[src/rtl/spimc_pkg.sv]
package spimc_pkg;
  localparam int DW        = 32;
  localparam int AW        = 5;
  localparam int MAX_BYTES = 4;

  localparam logic [AW-1:0] OFS_CTLA = 5'h00;
  localparam logic [AW-1:0] OFS_CTLB = 5'h04;
  localparam logic [AW-1:0] OFS_STAT = 5'h08;
  localparam logic [AW-1:0] OFS_TXW  = 5'h0C;
  localparam logic [AW-1:0] OFS_RXW  = 5'h10;

  localparam int A_SWMODE = 28;
  localparam int A_BURST  = 29;
  localparam int B_NTX    = 0;
  localparam int B_NRX    = 4;
  localparam int B_GO     = 7;
  localparam int B_RDST   = 10;
  localparam int B_WREN   = 11;
  localparam int B_BANK   = 12;
  localparam int S_DONE   = 8;
  localparam int S_BUSY   = 9;

  localparam logic [7:0] OPC_RDST = 8'h05;
  localparam logic [7:0] OPC_WREN = 8'h06;

  typedef struct packed {
    logic [1:0]    bank;
    logic [2:0]    ntx;
    logic [2:0]    nrx;
    logic [DW-1:0] txw;
  } job_t;

  typedef enum logic [1:0] {ENG_IDLE, ENG_LOW, ENG_HIGH} eng_st_e;

  function automatic logic [2:0] clamp_len(input logic [2:0] v);
    return (v > 3'd4) ? 3'd4 : v;
  endfunction
endpackage

[src/rtl/spimc_clkdiv.sv]
module spimc_clkdiv #(
  parameter int HALF = 2
) (
  input  logic clk,
  input  logic rst_n,
  input  logic run,
  output logic tick
);
  localparam int CW = (HALF > 1) ? $clog2(HALF) : 1;
  logic [CW-1:0] cnt;

  assign tick = run && (cnt == CW'(HALF - 1));

  always_ff @(posedge clk or negedge rst_n) begin
    if (!rst_n)      cnt <= '0;
    else if (!run)   cnt <= '0;
    else if (tick)   cnt <= '0;
    else             cnt <= cnt + 1'b1;
  end
endmodule

[src/rtl/spimc_engine.sv]
module spimc_engine
  import spimc_pkg::*;
#(
  parameter int NCS  = 4,
  parameter int HALF = 2
) (
  input  logic          clk,
  input  logic          rst_n,
  input  logic          start,
  input  job_t          job,
  input  logic          miso,
  output logic          busy,
  output logic          done,
  output logic [DW-1:0] rx_word,
  output logic          sck,
  output logic          mosi,
  output logic [NCS-1:0] cs_n
);
  localparam int BIT_W = $clog2(16 * MAX_BYTES + 1);

  eng_st_e        st;
  logic [BIT_W-1:0] bitcnt, total, txbits;
  logic [DW-1:0]  txsh, rxsh;
  logic [2:0]     nrx_q;
  logic           tick;
  logic [DW-1:0]  arranged;
  logic [BIT_W-1:0] nxt_bit;

  assign busy = (st != ENG_IDLE);

  spimc_clkdiv #(.HALF(HALF)) u_div (
    .clk  (clk),
    .rst_n(rst_n),
    .run  (busy),
    .tick (tick)
  );

  // byte 0 of the transmit word leaves first, each byte MSB first
  always_comb begin
    for (int i = 0; i < MAX_BYTES; i++)
      arranged[DW-1-8*i -: 8] = job.txw[8*i +: 8];
  end

  assign nxt_bit = bitcnt + 1'b1;

  // first reply byte lands in the lowest byte of the result
  always_comb begin
    rx_word = '0;
    for (int i = 0; i < MAX_BYTES; i++)
      if (i < int'(nrx_q))
        rx_word[8*i +: 8] = rxsh[8*(int'(nrx_q) - 1 - i) +: 8];
  end

  always_ff @(posedge clk or negedge rst_n) begin
    if (!rst_n) begin
      st     <= ENG_IDLE;
      bitcnt <= '0;
      total  <= '0;
      txbits <= '0;
      txsh   <= '0;
      rxsh   <= '0;
      nrx_q  <= '0;
      sck    <= 1'b1;
      mosi   <= 1'b0;
      cs_n   <= '1;
      done   <= 1'b0;
    end else begin
      done <= 1'b0;
      unique case (st)
        ENG_IDLE: if (start) begin
          st     <= ENG_LOW;
          bitcnt <= '0;
          txbits <= BIT_W'({job.ntx, 3'b000});
          total  <= BIT_W'({1'b0, job.ntx} + {1'b0, job.nrx}) << 3;
          nrx_q  <= job.nrx;
          txsh   <= arranged;
          rxsh   <= '0;
          sck    <= 1'b0;
          mosi   <= (job.ntx != 3'd0) ? arranged[DW-1] : 1'b0;
          cs_n   <= ~(NCS'(1) << job.bank);
        end
        ENG_LOW: if (tick) begin
          st  <= ENG_HIGH;
          sck <= 1'b1;
          if (bitcnt >= txbits) rxsh <= {rxsh[DW-2:0], miso};
        end
        ENG_HIGH: if (tick) begin
          if (nxt_bit == total) begin
            st   <= ENG_IDLE;
            cs_n <= '1;
            done <= 1'b1;
          end else begin
            st     <= ENG_LOW;
            sck    <= 1'b0;
            bitcnt <= nxt_bit;
            txsh   <= txsh << 1;
            mosi   <= (nxt_bit < txbits) ? txsh[DW-2] : 1'b0;
          end
        end
        default: st <= ENG_IDLE;
      endcase
    end
  end


  cs_onehot_chk: assert property (@(posedge clk) disable iff (!rst_n)
    $onehot0(~cs_n));

  sck_idle_chk: assert property (@(posedge clk) disable iff (!rst_n)
    (&cs_n) |-> sck);

  mosi_edge_chk: assert property (@(posedge clk) disable iff (!rst_n)
    !$stable(mosi) |-> !sck);

  start_idle_chk: assert property (@(posedge clk) disable iff (!rst_n)
    (start && busy) |=> $stable(cs_n) || (&cs_n));
endmodule

[src/rtl/spimc_regs.sv]
module spimc_regs
  import spimc_pkg::*;
(
  input  logic          clk,
  input  logic          rst_n,
  input  logic          reg_sel,
  input  logic          reg_wr,
  input  logic [AW-1:0] reg_addr,
  input  logic [DW-1:0] reg_wdata,
  output logic [DW-1:0] reg_rdata,
  input  logic          busy,
  input  logic          done,
  input  logic [DW-1:0] rx_word,
  output logic          start,
  output job_t          job
);
  logic          swm, wbm;
  logic [2:0]    c_ntx, c_nrx;
  logic [1:0]    c_bank;
  logic [DW-1:0] txd, rxd;
  logic [7:0]    fstat;
  logic          tff;
  logic          pend_stat, pend_rx;
  logic          wr_b, wr_a, wr_s, wr_t;
  logic          req_rd, req_we, req_go;
  logic [2:0]    go_ntx, go_nrx;

  assign wr_a = reg_sel && reg_wr && (reg_addr == OFS_CTLA);
  assign wr_b = reg_sel && reg_wr && (reg_addr == OFS_CTLB) && !busy;
  assign wr_s = reg_sel && reg_wr && (reg_addr == OFS_STAT);
  assign wr_t = reg_sel && reg_wr && (reg_addr == OFS_TXW);

  assign req_rd = reg_wdata[B_RDST];
  assign req_we = reg_wdata[B_WREN];
  assign req_go = reg_wdata[B_GO];
  assign go_ntx = clamp_len(reg_wdata[B_NTX +: 3]);
  assign go_nrx = clamp_len(reg_wdata[B_NRX +: 3]);

  always_comb begin
    job.bank = reg_wdata[B_BANK +: 2];
    job.ntx  = go_ntx;
    job.nrx  = go_nrx;
    job.txw  = txd;
    start    = 1'b0;
    if (wr_b) begin
      if (req_rd) begin
        job.ntx = 3'd1; job.nrx = 3'd1; job.txw = DW'(OPC_RDST); start = 1'b1;
      end else if (req_we) begin
        job.ntx = 3'd1; job.nrx = 3'd0; job.txw = DW'(OPC_WREN); start = 1'b1;
      end else if (req_go) begin
        start = (go_ntx != 3'd0) || (go_nrx != 3'd0);
      end
    end
  end

  always_ff @(posedge clk or negedge rst_n) begin
    if (!rst_n) begin
      swm <= 1'b0; wbm <= 1'b0;
      c_ntx <= '0; c_nrx <= '0; c_bank <= '0;
      txd <= '0; rxd <= '0; fstat <= '0; tff <= 1'b0;
      pend_stat <= 1'b0; pend_rx <= 1'b0;
    end else begin
      if (wr_a) begin
        swm <= reg_wdata[A_SWMODE];
        wbm <= reg_wdata[A_BURST];
      end
      if (wr_t) txd <= reg_wdata;
      if (wr_b) begin
        c_ntx  <= reg_wdata[B_NTX +: 3];
        c_nrx  <= reg_wdata[B_NRX +: 3];
        c_bank <= reg_wdata[B_BANK +: 2];
      end
      if (start) begin
        pend_stat <= req_rd;
        pend_rx   <= !req_rd && !req_we && (go_nrx != 3'd0);
      end
      if (wr_s && !reg_wdata[S_DONE]) tff <= 1'b0;
      if (done) begin
        tff <= 1'b1;
        if (pend_stat) fstat <= rx_word[7:0];
        if (pend_rx)   rxd   <= rx_word;
      end
    end
  end

  always_comb begin
    reg_rdata = '0;
    if (reg_sel && !reg_wr) begin
      unique case (reg_addr)
        OFS_CTLA: begin
          reg_rdata[A_SWMODE] = swm;
          reg_rdata[A_BURST]  = wbm;
        end
        OFS_CTLB: begin
          reg_rdata[B_NTX +: 3]  = c_ntx;
          reg_rdata[B_NRX +: 3]  = c_nrx;
          reg_rdata[B_BANK +: 2] = c_bank;
        end
        OFS_STAT: begin
          reg_rdata[7:0]    = fstat;
          reg_rdata[S_DONE] = tff;
          reg_rdata[S_BUSY] = busy;
        end
        OFS_TXW: reg_rdata = txd;
        OFS_RXW: reg_rdata = rxd;
        default: reg_rdata = '0;
      endcase
    end
  end


  done_sets_flag_chk: assert property (@(posedge clk) disable iff (!rst_n)
    done |=> tff);

  busy_write_ignored_chk: assert property (@(posedge clk) disable iff (!rst_n)
    (reg_sel && reg_wr && reg_addr == OFS_CTLB && busy)
      |=> $stable({c_ntx, c_nrx, c_bank}));

  rx_kept_on_status_chk: assert property (@(posedge clk) disable iff (!rst_n)
    (done && pend_stat) |=> $stable(rxd));
endmodule

[src/rtl/spimc_top.sv]
module spimc_top
  import spimc_pkg::*;
#(
  parameter int CLK_HALF = 2,
  parameter int NBANK    = 4
) (
  input  logic             clk,
  input  logic             rst_n,
  input  logic             reg_sel,
  input  logic             reg_wr,
  input  logic [AW-1:0]    reg_addr,
  input  logic [DW-1:0]    reg_wdata,
  output logic [DW-1:0]    reg_rdata,
  output logic             spi_sck,
  output logic             spi_mosi,
  input  logic             spi_miso,
  output logic [NBANK-1:0] spi_cs_n
);
  logic          busy, done, start;
  logic [DW-1:0] rx_word;
  job_t          job;

  spimc_regs u_regs (
    .clk      (clk),
    .rst_n    (rst_n),
    .reg_sel  (reg_sel),
    .reg_wr   (reg_wr),
    .reg_addr (reg_addr),
    .reg_wdata(reg_wdata),
    .reg_rdata(reg_rdata),
    .busy     (busy),
    .done     (done),
    .rx_word  (rx_word),
    .start    (start),
    .job      (job)
  );

  spimc_engine #(.NCS(NBANK), .HALF(CLK_HALF)) u_eng (
    .clk    (clk),
    .rst_n  (rst_n),
    .start  (start),
    .job    (job),
    .miso   (spi_miso),
    .busy   (busy),
    .done   (done),
    .rx_word(rx_word),
    .sck    (spi_sck),
    .mosi   (spi_mosi),
    .cs_n   (spi_cs_n)
  );
endmodule

[config.mk]
export PLATFORM = sky130hd
export DESIGN_NAME = spimc_top
export DESIGN_NICKNAME = d
export VERILOG_FILES = /design/src/rtl/spimc_pkg.sv /design/src/rtl/spimc_clkdiv.sv /design/src/rtl/spimc_engine.sv /design/src/rtl/spimc_regs.sv /design/src/rtl/spimc_top.sv
export SDC_FILE = /design/constraint.sdc
export NUM_CORES = 1
export LEC_CHECK = 0
export BUFFER_PORTS_ARGS = -buffer_cell sky130_fd_sc_hd__buf_4
export CAP_MARGIN = 20
export CORE_UTILIZATION = 61
export CTS_CLUSTER_DIAMETER = 200
export CTS_CLUSTER_SIZE = 30
export DETAILED_ROUTE_END_ITERATION = 8
export PLACE_DENSITY = 0.92
export SYNTH_ARGS = -nofsm -noshare
export SYNTH_HDL_FRONTEND = slang
export SYNTH_HIERARCHICAL = 1
export SYNTH_SLANG_ARGS = --single-unit
[constraint.sdc]
create_clock -name clk -period 4.05 [get_ports clk]
set_clock_uncertainty 0.05 [all_clocks]
set_input_delay 0.405 -clock clk [delete_from_list [all_inputs] [get_ports clk]]
set_output_delay 0.405 -clock clk [all_outputs]
set_load 0.05 [all_outputs]
==> results by group, run 1 <==
Status
  • Status: complete, no violations

Global routing
  • Initial antenna violation count: 0
  • Largest net degree at the start of global routing: 98
  • First-pass GRT wire length: 40.3 mm
  • GRT Resource Usage Total: around a third
  • GR Overflow Total: 0
  • Number of global-route vias before repair: 7,585

Setup path
  • Most common cell on crit path: a21oi_1
  • CP max stage cell: dfrtp_1
  • CP required: 4.30 ns
  • CP cell instances: or2_2 > nor4bb_1 > nand2_1 > a21oi_1 > nand2b_1 > a21oi_1 > o21a_1 > buf_4 > o21ai_0
  • Crit. End Element: register
  • Setup Crit Path Kind: register to register
  • Worst-path fanout max: 31
  • Worst path arrival time: 3.64 ns
  • Startpoint types: register
  • CP bufs+invs: 1
  • Worst path max stage delay: 0.48 ns
  • Crit path max-delay family: simple AND/OR/NAND/NOR gates

Placed design
  • Detailed Place HPWL: 17.2 mm
  • IO Port Bufs: 79
  • RePlAce Congestion: about 0.95
  • Post-DP Area: between 0.01 and 0.015 mm2
  • Pre-CTS setup slack: 0.873 ns
  • Dpl cells: 1,182

Clocking
  • H-tree Lvls: 4
  • CTS Hold Bufs: 0
  • Worst-skew pair later-pin latency: 0.44 ns
  • CTS Buf Count: 17
  • CTS resizes: 0
  • Maximum clock path buffer count: 2
  • Setup Buffers After CTS: 0
  • CTS Sinks: 175
  • Root buffer cell: clkbuf_16
  • Worst-path clk slew: 0.07 ns
  • CTS tree: done

Cells and area
  • Filler cells: 1,004
  • Antenna diodes: 0
  • Final Instance Area: 0.0110 mm2
  • Final nets: 1,052
  • Finished Layout Cells: 1,214
  • Share of cells above drive strength 1: 27.3%
  • Layout Area Growth over Synthesis: 12.9%

STA
  • Final hold vios: 0
  • Worst-Margin Slew: roughly 0.86 ns
  • Fin Hold WS: 0.00460 ns
  • Slew margin rel.: between 40 and 50%
  • Final period utilization: roughly 84%
  • RSZ-0062 raised after global routing: false
  • Post-route setup TNS: 0 ns
  • Min cycle time layout: 3.39 ns
  • Final setup fails: 0
  • Max-slew violations: 0
  • Fmax: 295 MHz
  • Final worst slack: around 0.66 ns

Synthesis
  • Synth top area share: 43.8%
  • Main flop type after synthesis: dfrtp_1
  • Yosys cell types: slightly above 70
  • EDFF count, synth: 0
  • Top-count cell post-synth: dfrtp_1
  • Area leader, netlist: dfrtp_1
  • FF+latch count, synth: 175
  • Cell count after synthesis: between 900 and 1,000
  • Syn. warnings: 7
  • Ranking of synthesized cells by area: dfrtp_1, mux2_2, mux4_2
  • Sequential share of the synthesized area: 45.1%
  • Net count after synthesis: 1,007
  • Top cells by count, synth: dfrtp_1, mux2_2, nand2_1, nand3_1, o21ai_0
  • Syn Std Cell Area: 0.00971 mm2
  • Syn Area/Cell: 10.3 um2
  • Fraction of registers with async set/reset: 100%

Floorplan
  • Die Y: 128 um
  • Initial Util: between 60% and 70%
  • Core footprint: 0.0154 mm2
  • Full die area: roughly 0.016 mm2
  • Site row count: 45
  • Die X: 128 um
  • IO Count: 80

Route
  • Routed length per instance: about 21 um
  • Via/cell ratio: 6.43
  • Initial DRC count: 855
  • Routed Antenna Nets: 0
  • Vias: between 7,000 and 8,000
  • 1st-pass router iterations: 6
  • Final wirelength: 25.5 mm
  • # DRC: 0

Pwr
  • Net Sw Frac: a little over a third
  • Internal power: 3.84 mW
  • Combinational Power Share: between 20 and 30%
  • Seq pwr share: a little over two fifths
  • Clock network fraction of design power: 27.4%
  • Leakage: slightly below 5 nW
  • Max VDD drop: 0.487 mV
  • P_sw: 2.08 mW
  • PD cells: ~540 mW/mm2

Run
  • Total of max-cap violations: 0

Worst hold path
  • HP Class: input port to async pin
## layout make-up
class | instances | area (um2) | share of cell area [%]
Sequential cell | 175 | 4390 | 40.0
Clock buffer | 19 | 453 | 4.13
Tap cell | 211 | 264 | 2.41
Multi-Input combinational cell | 651 | 4830 | 44.1
Clock inverter | 13 | 129 | 1.18
Inverter | 50 | 188 | 1.71
Timing Repair Buffer | 95 | 717 | 6.54
## registers in the layout, indices dropped and copies added, names as in the netlist, 3 cells and up
| name | count |
|---|---|
| u_eng/cs_n | 4 |
| u_eng/txbits | 3 |
| u_regs/c_ntx | 3 |
| u_eng/txsh | 31 |
| u_regs/c_nrx | 3 |
| u_eng/rxsh | 32 |
| u_regs/rxd | 32 |
| u_regs/txd | 32 |
| u_eng/bitcnt | 7 |
| u_regs/fstat | 8 |
| u_eng/total | 4 |
| u_eng/nrx_q | 3 |
## placed cells by master, fill, tap and decap left out, types with 4 or more instances in the layout
master	count
xnor2_1	5
nor2b_1	16
mux4_2	16
a211oi_1	30
and2_4	19
mux2_2	91
or3_1	5
inv_6	4
a21oi_1	35
nand3_1	60
nor3b_1	4
ha_1	19
a22oi_1	30
nor2_1	16
nand2_1	87
a31oi_1	7
a32oi_1	10
nand2b_1	6
inv_1	50
o21ai_0	60
clkbuf_16	17
mux2i_1	10
o21ai_1	31
buf_4	94
dfrtp_1	170
nand4_1	4
dfstp_2	5
and3_1	10
and2_1	20
## path summary, 6_finish.rpt
kind                                               end  slack [ns]  cells past startpoint                     from
setup reg to reg             u_eng/txsh[2]$_DFFE_PN0P_        0.66                      9  u_eng/st[0]$_DFFE_PN0P_
setup / recovery             u_eng/txsh[2]$_DFFE_PN0P_        0.66                      9  u_eng/st[0]$_DFFE_PN0P_
max in group asynchronous   u_eng/rxsh[30]$_DFFE_PN0P_        2.82                      2                    rst_n
min in group clk             u_eng/cs_n[2]$_DFFE_PN1P_        0.12                      2            reg_wdata[13]
hold / removal             u_eng/txbits[3]$_DFFE_PN0P_       0.005                      1                    rst_n
hold reg to reg                  u_eng/sck$_DFFE_PN1P_        0.42                      2    u_eng/sck$_DFFE_PN1P_
## metrics by stage
step / power, mW / utilization (%)
floorplan: 3.73 / -
global placement: 4.17 / 67.6
detailed placement: 4.27 / 67.6
CTS: 5.91 / 71.4
global route: 6.21 / 71.4
finish: 5.92 / 71.4
## per-layer routing
metal / global-route usage, % / part of all wire [%] / routed length, um
met1: 43.9 / 40 / 10200
met3: 5.80 / 8.0 / 2040
met5: 0 / 0 / 0
met4: 17.4 / 4.2 / 1060
met2: 49.7 / 48 / 12100
## power groups by stage
stage                     clock [mW]  sequential, mW  combinational, mW
after floorplan                    0            2.42               1.31
after global placement             0            2.53               1.64
after detailed placement           0            2.56               1.72
after CTS                       1.64            2.54               1.74
after global routing            1.69            2.60               1.92
final                           1.62            2.55               1.75
## worst reg2reg max path: stages, from the launching register on
cell and delay (ns):
dfrtp_1 0.48, or2_2 0.36, nor4bb_1 0.48, nand2_1 0.23, a21oi_1 0.26, nand2b_1 0.18, a21oi_1 0.21, o21a_1 0.38
buf_4 0.40, o21ai_0 0.21
## cell families after synthesis
logic type / Yosys count / synth area share [%]
compound gates: 236 / 15.4
xor+xnor: 10 / 1.18
fa+ha+maj: 20 / 2.65
buf+inv: 119 / 5.50
flops: 175 / 45.1
mux: 118 / 15.4
simple gates: 267 / 14.7
No activity file was read; power rests on OpenSTA's default activity.
==> run 2: changes to the inputs <==
Settings changed: ABC_AREA from default to 1, CORE_UTILIZATION 61 to 55, PLACE_DENSITY 0.92 to 0.88.
Clock period 4.05 ns to 2.91 ns, I/O delays scaled along.
==> run 2 against run 1 <==
Effect of this change: area after synthesis rose by 0.30%; synthesized cell count rose by 37%; core utilization decreased by 7.4 points; total power is 12% lower; critical endpoint is now u_regs/rxd[29]$_DFFE_PN0P_.
==> results by group, run 2 <==
Status
  • Status: complete, no violations

Global routing
  • GR Overflow Total: 0 (unchanged)
  • Grt met1 use: 41.3% (-2.6 points)
  • Busiest metal layer after global routing: met2
  • Number of global-route vias before repair: 8,503 (+12%)
  • First-pass GRT wire length: 42.4 mm (+5.1%)
  • GR Layer Usage met2: 44.9% (-4.9 points)
  • Met3 usage: 5.93% (+0.13 points)
  • GRT Resource Usage Total: 29.8% (-2.5 points)
  • Largest net degree at the start of global routing: 75 (-23%)
  • Initial antenna violation count: 0 (unchanged)

STA
  • Final hold vios: 0 (unchanged)
  • Slew margin rel.: 44.8% (+2.1 points)
  • Min cycle time layout: 2.70 ns (-0.689 ns)
  • Fmax: 370 MHz (+26%)
  • Max-slew violations: 0 (unchanged)
  • Post-route setup TNS: 0 ns (unchanged)
  • Final period utilization: 92.8% (+9.1 points)
  • Final setup fails: 0 (unchanged)
  • RSZ-0062 raised after global routing: false
  • Worst-Margin Slew: 0.827 ns (-0.0326 ns)
  • Fin Hold WS: 0.0554 ns (+0.0508 ns)
  • Final worst slack: 0.211 ns (-0.451 ns)

Synthesis
  • Largest family of logic cells by synthesized area: simple AND/OR/NAND/NOR gates
  • Yosys cell types: 41 (-42%)
  • Ranking of synthesized cells by area: dfrtp_1, nand2_1, inv_1
  • Synth top area share: 43.7% (-0.13 points)
  • Net count after synthesis: 1,361 (+35%)
  • Syn Std Cell Area: 0.00974 mm2 (+0.30%)
  • Syn Area/Cell: 7.50 um2 (-27%)
  • Top cells by count, synth: nand2_1, dfrtp_1, inv_1, nor2_1, a21oi_1
  • Area leader, netlist: dfrtp_1
  • Mux share of post-synthesis cell area: 2.77% (-13 points)
  • Post-Synth XOR/XNOR Area: 0.449% (-0.74 points)
  • Cell count after synthesis: 1,299 (+37%)
  • FF+latch count, synth: 175 (unchanged)
  • Syn. warnings: 7 (unchanged)
  • Main flop type after synthesis: dfrtp_1
  • Post-synthesis adder-cell area fraction: 2.65% (-0.0078 points)
  • Sequential share of the synthesized area: 45.0% (-0.13 points)
  • EDFF count, synth: 0 (unchanged)
  • Post-Synth Simple-Gate Area: 28.1% (+13 points)
  • Top-count cell post-synth: nand2_1
  • Complex-gate fraction of the synthesized area: 11.9% (-3.4 points)
  • Fraction of registers with async set/reset: 100% (unchanged)

Cells and area
  • Final nets: 1,417 (+35%)
  • Finished Layout Cells: 1,593 (+31%)
  • Largest registers: u_eng/rxsh (32), u_regs/rxd (32), u_regs/txd (32)
  • Layout Area Growth over Synthesis: 13.6%
  • Antenna diodes: 0 (unchanged)
  • Most frequent cells in the layout: nand2_1, dfrtp_1, inv_1, buf_4, nor2_1
  • Most common cell after layout, fill and taps aside: nand2_1
  • Share of cells above drive strength 1: 14.5% (-13 points)

Setup path
  • CP Depth: 10 (+1)
  • FF-to-FF End: u_regs/rxd[29]$_DFFE_PN0P_
  • R2r startpoint: u_eng/nrx_q[0]$_DFFE_PN0P_
  • FF-to-FF setup slack: 0.21 ns (-0.45 ns)
  • CP required: 3.23 ns (-1.07 ns)
  • Setup crit start: u_eng/nrx_q[0]$_DFFE_PN0P_
  • Startpoint types: register
  • CP bufs+invs: 3 (+2)
  • Setup Crit Path Kind: register to register
  • Crit. End Element: register
  • Worst path max stage delay: 0.44 ns (-0.04 ns)
  • Crit path max-delay family: adder cells
  • Worst path arrival time: 3.02 ns (-0.62 ns)
  • CP cell instances: clkinv_1 > ha_1 > ha_1 > clkinvlp_4 > a21oi_1 > xor2_1 > o211ai_1 > buf_4 > a21oi_1 > mux2_2
  • Worst r2r path cells: 10 (+1)
  • CP max stage cell: ha_1
  • Worst setup path endpoint: u_regs/rxd[29]$_DFFE_PN0P_
  • Worst-path fanout max: 10 (-68%)

Floorplan
  • Core footprint: 0.0173 mm2 (+13%)
  • Initial Util: 56.3% (-6.9 points)
  • Die X: 135 um (+5.4%)
  • IO Count: 80 (unchanged)
  • Full die area: 0.0183 mm2 (+11%)
  • Die Y: 135 um (+5.4%)
  • Site row count: 48 (+6.7%)

Pwr
  • Leakage: 6.03 nW (+22%)
  • Max VDD drop: 0.444 mV (-8.8%)
  • PD cells: 472 mW/mm2 (-13%)

Placed design
  • RePlAce Congestion: 0.963 (+1.4%)
  • IO Port Bufs: 79 (unchanged)
  • Pre-CTS setup slack: 0.122 ns (-0.752 ns)
  • Detailed Place HPWL: 18.2 mm (+5.7%)
  • Dpl cells: 1,558 (+32%)

Clocking
  • Root buffer cell: clkbuf_16
  • CTS Sinks: 175 (unchanged)
  • CTS Buf Count: 17 (unchanged)
  • Maximum clock path buffer count: 2 (unchanged)
  • CTS tree: done
  • Worst-path clk slew: 0.07 ns (about the same)
  • Worst-skew pair later-pin latency: 0.43 ns (about the same)
  • H-tree Lvls: 4 (unchanged)

Route
  • Initial DRC count: 1,305 (+53%)
  • Routed Antenna Nets: 0 (unchanged)
  • # DRC: 0 (unchanged)
  • Routed length per instance: 16.5 um (-21%)
  • 1st-pass router iterations: 6 (unchanged)
  • Via/cell ratio: 5.72 (-11%)
  • Vias: 9,113 (+17%)
  • Final wirelength: 26.3 mm (+3.2%)

Worst hold path
  • HP Class: input port to register

Run
  • Total of max-cap violations: 0 (unchanged)
## run 2: power breakdown
| group | leakage (nW) | total [mW] | internal [mW] | switching (mW) |
|---|---|---|---|---|
| clock network | 0.274 | 2.31 | 1.30 | 1.01 |
| logic | 3.64 | 0.377 | 0.128 | 0.249 |
| registers | 2.11 | 2.54 | 2.50 | 0.0430 |
| total | 6.03 | 5.22 | 3.93 | 1.30 |
## run 2: cell type report
type | instances | area, um2
Tap cell | 225 | 282
Fill cell | 1411 | 6230
Clock inverter | 13 | 150
Multi-Input combinational cell | 916 | 4470
Timing Repair Buffer | 105 | 807
Clock buffer | 19 | 443
Sequential cell | 175 | 4390
Inverter | 140 | 529
## run 2: stage by stage
stage          cell area [um2]  total power [mW]  utilization, %
2_1_floorplan             9740              2.76               -
3_3_place_gp             10400              2.94            60.4
3_5_place_dp             10400              2.95            60.4
4_1_cts                  11100              5.24            63.9
5_1_grt                  11100              5.40            64.0
6_report                 11100              5.22            64.0
## run 2: tightest hold or removal path, cell delays in order
cell and delay (ns):
buf_4 0.07, nor2_1 0.03, a21oi_1 0.10
## run 2: what timing repair did
| action | CTS | global route |
|---|---|---|
| setup buffers | 0 | 2 |
| endpoints found under the setup margin | 0 | 16 |
| resized for setup | 0 | 1 |
| hold buffers | 1 | 0 |
| endpoints found under the hold margin | 59 | 0 |
## run 2: cells by family after synthesis
group                    count (synthesis)
AO/OA/AOI/OAI                          210
XOR/XNOR                                 5
adder cells (fa/ha/maj)                 20
buffers and inverters                  208
flip-flops                             175
multiplexers                            24
AND/OR/NAND/NOR                        657
## run 2: worst min-delay path by stage
stage                        from                            to  cells past startpoint
global placement            rst_n     u_regs/txd[1]$_DFFE_PN0P_                      1
detailed placement          rst_n  u_regs/c_bank[0]$_DFFE_PN0P_                      1
global route        reg_wdata[19]    u_regs/txd[19]$_DFFE_PN0P_                      3
CTS                 reg_wdata[19]    u_regs/txd[19]$_DFFE_PN0P_                      3
floorplan                   rst_n   u_eng/bitcnt[0]$_DFFE_PN0P_                      0
finish              reg_wdata[21]    u_regs/txd[21]$_DFFE_PN0P_                      3
## run 2: per-layer routing
metal / share of wire, % / vias to the layer above
met3: 9.0 / 69
li1: - / 4268
met5: 0 / -
met2: 45 / 521
met1: 42 / 4255
met4: 3.8 / 0
